## src/rtl/shrot_pkg.sv

```systemverilog
package shrot_pkg;

    localparam int DATA_W = 8;
    localparam int KIND_W = 3;

    // Flag byte bit positions (fixed by the consumer of the flag byte)
    localparam int FB_CARRY = 0;
    localparam int FB_SUB   = 1;
    localparam int FB_PAR   = 2;
    localparam int FB_B3    = 3;
    localparam int FB_HALF  = 4;
    localparam int FB_B5    = 5;
    localparam int FB_ZERO  = 6;
    localparam int FB_SIGN  = 7;

    // Value the flag byte takes for a zero result with carry clear
    localparam logic [DATA_W-1:0] FLAGS_RST = DATA_W'((1 << FB_ZERO) | (1 << FB_PAR));

    typedef enum logic [KIND_W-1:0] {
        SK_ROT_L  = 3'd0,
        SK_ROT_R  = 3'd1,
        SK_RCY_L  = 3'd2,
        SK_RCY_R  = 3'd3,
        SK_ASH_L  = 3'd4,
        SK_ASH_R  = 3'd5,
        SK_INS1_L = 3'd6,
        SK_LSH_R  = 3'd7
    } shift_kind_e;

    typedef struct packed {
        logic [DATA_W-1:0] value;
        logic              carry_out;
    } shift_res_t;

    typedef struct packed {
        logic [DATA_W-1:0] value;
        logic [DATA_W-1:0] flags;
    } shrot_out_t;

    function automatic logic even_ones(input logic [DATA_W-1:0] v);
        return ~(^v);
    endfunction

    function automatic logic goes_left(input shift_kind_e k);
        return (k == SK_ROT_L) || (k == SK_RCY_L) || (k == SK_ASH_L) || (k == SK_INS1_L);
    endfunction

endpackage

```

## src/rtl/shrot_core.sv

```systemverilog
module shrot_core
    import shrot_pkg::*;
(
    input  shift_kind_e       kind,
    input  logic [DATA_W-1:0] operand,
    input  logic              carry_in,
    output shift_res_t        res
);
    logic fill;
    logic left;

    always_comb begin
        left = goes_left(kind);
        unique case (kind)
            SK_ROT_L:  fill = operand[DATA_W-1];
            SK_ROT_R:  fill = operand[0];
            SK_RCY_L,
            SK_RCY_R:  fill = carry_in;
            SK_ASH_L:  fill = 1'b0;
            SK_ASH_R:  fill = operand[DATA_W-1];
            SK_INS1_L: fill = 1'b1;
            SK_LSH_R:  fill = 1'b0;
            default:   fill = 1'b0;
        endcase
    end

    always_comb begin
        if (left) begin
            res.value     = {operand[DATA_W-2:0], fill};
            res.carry_out = operand[DATA_W-1];
        end else begin
            res.value     = {fill, operand[DATA_W-1:1]};
            res.carry_out = operand[0];
        end
    end

endmodule

```

## src/rtl/shrot_flags.sv

```systemverilog
module shrot_flags
    import shrot_pkg::*;
(
    input  logic [DATA_W-1:0] value,
    input  logic              carry_out,
    output logic [DATA_W-1:0] flags
);
    always_comb begin
        flags           = '0;
        flags[FB_CARRY] = carry_out;
        flags[FB_SUB]   = 1'b0;
        flags[FB_PAR]   = even_ones(value);
        flags[FB_B3]    = value[3];
        flags[FB_HALF]  = 1'b0;
        flags[FB_B5]    = value[5];
        flags[FB_ZERO]  = (value == '0);
        flags[FB_SIGN]  = value[DATA_W-1];
    end
endmodule

```

## src/rtl/shrot_unit.sv

```systemverilog
module shrot_unit
    import shrot_pkg::*;
#(
    parameter bit REG_OUT = 1'b1
) (
    input  logic              clk,
    input  logic              rst,
    input  logic [KIND_W-1:0] shift_kind,
    input  logic [DATA_W-1:0] operand,
    input  logic              carry_in,
    output logic [DATA_W-1:0] result,
    output logic [DATA_W-1:0] flags
);
    shift_res_t  core_res;
    shrot_out_t  comb_out;
    shrot_out_t  out_q;
    logic [DATA_W-1:0] comb_flags;

    shrot_core u_core (
        .kind     (shift_kind_e'(shift_kind)),
        .operand  (operand),
        .carry_in (carry_in),
        .res      (core_res)
    );

    shrot_flags u_flags (
        .value     (core_res.value),
        .carry_out (core_res.carry_out),
        .flags     (comb_flags)
    );

    assign comb_out.value = core_res.value;
    assign comb_out.flags = comb_flags;

    generate
        if (REG_OUT) begin : g_reg
            always_ff @(posedge clk) begin
                if (rst) begin
                    out_q.value <= '0;
                    out_q.flags <= FLAGS_RST;
                end else begin
                    out_q <= comb_out;
                end
            end

            AST_PIPE_VALUE: assert property (@(posedge clk) disable iff (rst)
                !rst |=> result == $past(core_res.value));
            AST_PIPE_CARRY: assert property (@(posedge clk) disable iff (rst)
                !rst |=> flags[FB_CARRY] == $past(core_res.carry_out));
        end else begin : g_comb
            assign out_q = comb_out;
        end
    endgenerate

    assign result = out_q.value;
    assign flags  = out_q.flags;

    AST_SIGN_ZERO: assert property (@(posedge clk) disable iff (rst)
        (flags[FB_SIGN] == result[DATA_W-1]) && (flags[FB_ZERO] == (result == '0)));
    AST_PARITY_EVEN: assert property (@(posedge clk) disable iff (rst)
        flags[FB_PAR] == ($countones(result) % 2 == 0));
    AST_SPARE_COPY: assert property (@(posedge clk) disable iff (rst)
        flags[FB_B3] == result[3] && flags[FB_B5] == result[5]);
    AST_HN_CLEAR: assert property (@(posedge clk) disable iff (rst)
        !flags[FB_HALF] && !flags[FB_SUB]);
    AST_INS1_BIT0: assert property (@(posedge clk) disable iff (rst)
        (shift_kind == KIND_W'(SK_INS1_L)) |-> core_res.value[0]);
    AST_SRA_SIGN: assert property (@(posedge clk) disable iff (rst)
        (shift_kind == KIND_W'(SK_ASH_R)) |-> core_res.value[DATA_W-1] == operand[DATA_W-1]);

endmodule

```

## config.mk

```make
export PLATFORM = sky130hd
export DESIGN_NAME = shrot_unit
export DESIGN_NICKNAME = d
export VERILOG_FILES = /design/src/rtl/shrot_pkg.sv /design/src/rtl/shrot_core.sv /design/src/rtl/shrot_flags.sv /design/src/rtl/shrot_unit.sv
export SDC_FILE = /design/constraint.sdc
export NUM_CORES = 1
export LEC_CHECK = 0
export BUFFER_PORTS_ARGS = -buffer_cell sky130_fd_sc_hd__clkbuf_2
export CAP_MARGIN = 20
export CORE_UTILIZATION = 28
export DETAILED_ROUTE_END_ITERATION = 16
export SLEW_MARGIN = 20
export SYNTH_ARGS = -nofsm -noshare
export SYNTH_HDL_FRONTEND = slang
export SYNTH_SLANG_ARGS = --single-unit
export TNS_END_PERCENT = 100
```

## constraint.sdc

```tcl
create_clock -name clk -period 3.1 [get_ports clk]
set_input_delay 0.465 -clock clk [delete_from_list [all_inputs] [get_ports clk]]
set_output_delay 0.465 -clock clk [all_outputs]
set_load 0.005 [all_outputs]
```

==> summary.txt <==
Status
  • Status: finished, final reports clean

Synth
  • Top cells by area, synth: dfxtp_1 (39%), mux2i_1 (14%), ha_1 (9.0%)
  • Post-synthesis adder-cell area fraction: under 10%
  • Yosys warns: 0
  • Top cell type's share of synthesized area: 39.46%
  • Post-Synthesis Cells: 53
  • Avg Synthesized Cell Area: 10.53 sq um
  • Leading area contributor after synthesis: dfxtp_1
  • Synth Area in Simple Gates: 12.33%
  • Xor/xnor cell area share of the yosys netlist: between 4 and 5%
  • Mux contribution to synthesized area: between 10% and 20%
  • Largest family of logic cells by synthesized area: multiplexers
  • Seq/Total Area, Yosys: 39.46%
  • Synth Register Bits: 11
  • Post-synth cell types: 21
  • Synth Cell Area: 558.0 sq um
  • Post-synthesis compound-gate area fraction: 9.417%

Power and ir drop
  • P per Cell Area: 484.5 nW/um^2
  • Leak: 0.3699 nW
  • Max VDD drop: 0.0001322 V

Timing
  • TNS Setup: 0 ps
  • Setup violations, final: 0
  • Clock period minus worst slack: ~1700 ps
  • RSZ-0062 raised after global routing: false
  • FMAX: 576.0 MHz
  • Final setup margin: 1364 ps
  • Final period util: approximately 56%
  • Slew Limit Fails: 0
  • Final hold violation count: 0

CTS
  • # H-tree levels: 1
  • # Post-CTS Setup Buffers: 0
  • Hold buffer count at cts: 0
  • Clk pin slew, worst setup/hold paths: 70 ps
  • Clk buf depth: 2
  • Root Buffer: clkbuf_4
  • CTS resizes: 0
  • CTS tree: built
  • CTS sink count: 11
  • Total CTS buffers: 3

Route
  • TritonRoute pass-1 iters: 4
  • DR iter-0 viols: 3
  • Total Wirelength: 1184 um
  • Antenna violation net count after detailed routing: 0
  • Routed vias: 454
  • DR WL/cell: 11.50 um
  • Remaining DRCs: 0
  • Vias per cell: around 4.4

Critical path
  • Critical Path AT: 1910 ps
  • CP max stage delay: 390 ps
  • CP Launch Type: primary input
  • Slowest cell on the critical path: nor4b_2
  • Crit path required time: 3270 ps
  • CP Class: in2reg
  • Critical Path Sink Type: flip-flop
  • Worst-path cell chain: clkbuf_2 -> nor4b_2 -> a221oi_2 -> ha_1 -> xnor2_1 -> xnor2_1 -> nand2_1
  • CP max FO: 13
  • Worst path most repeated cell: xnor2_1

Die
  • # IOs: 30
  • Row count: 15
  • Die area: about 2200 sq um
  • Core area: around 1800 sq um
  • Vert. Die Dim: 46.64 um
  • Initial Util: 30.97%
  • DIE WIDTH: between 40 and 50 um

Cells and area
  • Fill count: just over 200
  • Register area: 220.2 sq um
  • Commonest non-fill, non-tap cell in the layout: clkbuf_2
  • Number of diodes: 0
  • Multi-input gate area: 285.3 sq um
  • Most frequent cells in the layout: clkbuf_2 (27), dfxtp_1 (11), mux2i_1 (8), nor2_1 (8), ha_1 (4)
  • Ratio of cells with drive above 1 in the final layout: 42.31%
  • Fin nets: 97
  • Area Growth Syn to Fin: 25.78%

Place
  • Gpl congestion: around 0.7
  • IO buf count: 27
  • DPL Wire Length: 947.5 um
  • Pre-CTS setup slack: about 1100 ps

Min path
  • Hold path endpoint: flags[7]
  • Hold Crit Depth: 2
  • Hold Crit Start: operand[6]
  • HP Class: in2reg

GRT
  • Largest net degree at the start of global routing: 14
  • First-pass GRT wire length: 1676 um
  • Vias in the first global route: 395
  • Initial antenna violation count: 0
  • Total GRT Usage: between 10% and 20%
  • Global route total overflow: 0

Job
  • Max_cap viols: 0
-- Yosys cell counts, drive strengths merged --
cell type   n
dfxtp      11
mux2i       8
nor2        8
buf         6
ha          4
xnor2       2
a221oi      1
a41o        1
clkbuf      1
conb        1
inv         1
nand2       1
nand3b      1
nor2b       1
nor4b       1
o211a       1
o211ai      1
o21ai       1
or2         1
xor2        1
-- final cells by class --
class	count	share of cell area (%)
inverters	1	0.5348
multi-input cells	35	40.64
well taps	25	4.456
flip-flops and latches	11	31.37
repair buffers	27	19.25
clock buffers	4	3.743
-- cells by family after synthesis --
logic type	count (synthesis)
AO/OA/AOI/OAI	5
flip-flops	11
buffers and inverters	8
XOR/XNOR	3
adder cells (fa/ha/maj)	4
other	1
multiplexers	8
AND/OR/NAND/NOR	13
-- worst max-delay path, delay by kind of cell --
family / cells / cell delay, ps
fa+ha+maj: 1 / 330
simple gates: 2 / 450
buf+inv: 1 / 240
xor+xnor: 2 / 330
compound gates: 1 / 80
-- metal layers --
metal	GRT usage [%]	wire [um]	vias up
met1	12.96	497	201
met4	10.29	30	0
met2	17.78	560	23
met5	0	0	-
met3	3.922	95	3
li1	-	-	227
-- where the power goes --
| group | switching, mW | leakage [nW] | internal [mW] |
|---|---|---|---|
| Sequential | 0.00338 | 0.0918 | 0.155 |
| Clock | 0.0510 | 0.0150 | 0.0499 |
| Combinational | 0.0399 | 0.263 | 0.0412 |
-- worst max-delay path by stage --
stage	cells past startpoint	start	slack, ps	endpoint
floorplan	6	shift_kind[2]	1430	flags[2]
global placement	7	shift_kind[0]	1170	flags[2]
detailed placement	7	shift_kind[0]	1060	flags[2]
CTS	7	shift_kind[0]	1350	flags[2]
global route	7	shift_kind[0]	1300	flags[2]
finish	7	shift_kind[0]	1360	flags[2]
-- flip-flops by register name, indices dropped and copies added, names as in the netlist --
register	flops
flags	4
result	7
-- per-stage QoR --
stage / util, % / hold WS, ps / instance area [sq um] / power (mW) / instances
final: 38.96 / 466.7 / 701.9 / 0.3401 / 103
after global routing: 38.96 / 477.2 / 701.9 / 0.3596 / 103
after global placement: 37.50 / 750.1 / 675.6 / 0.2412 / 99
after floorplan: - / 602.8 / 561.8 / 0.2156 / 54
after detailed placement: 37.50 / 751.5 / 675.6 / 0.2437 / 99
after CTS: 38.96 / 463.3 / 701.9 / 0.3431 / 103
No activity file was read; power rests on OpenSTA's default activity.
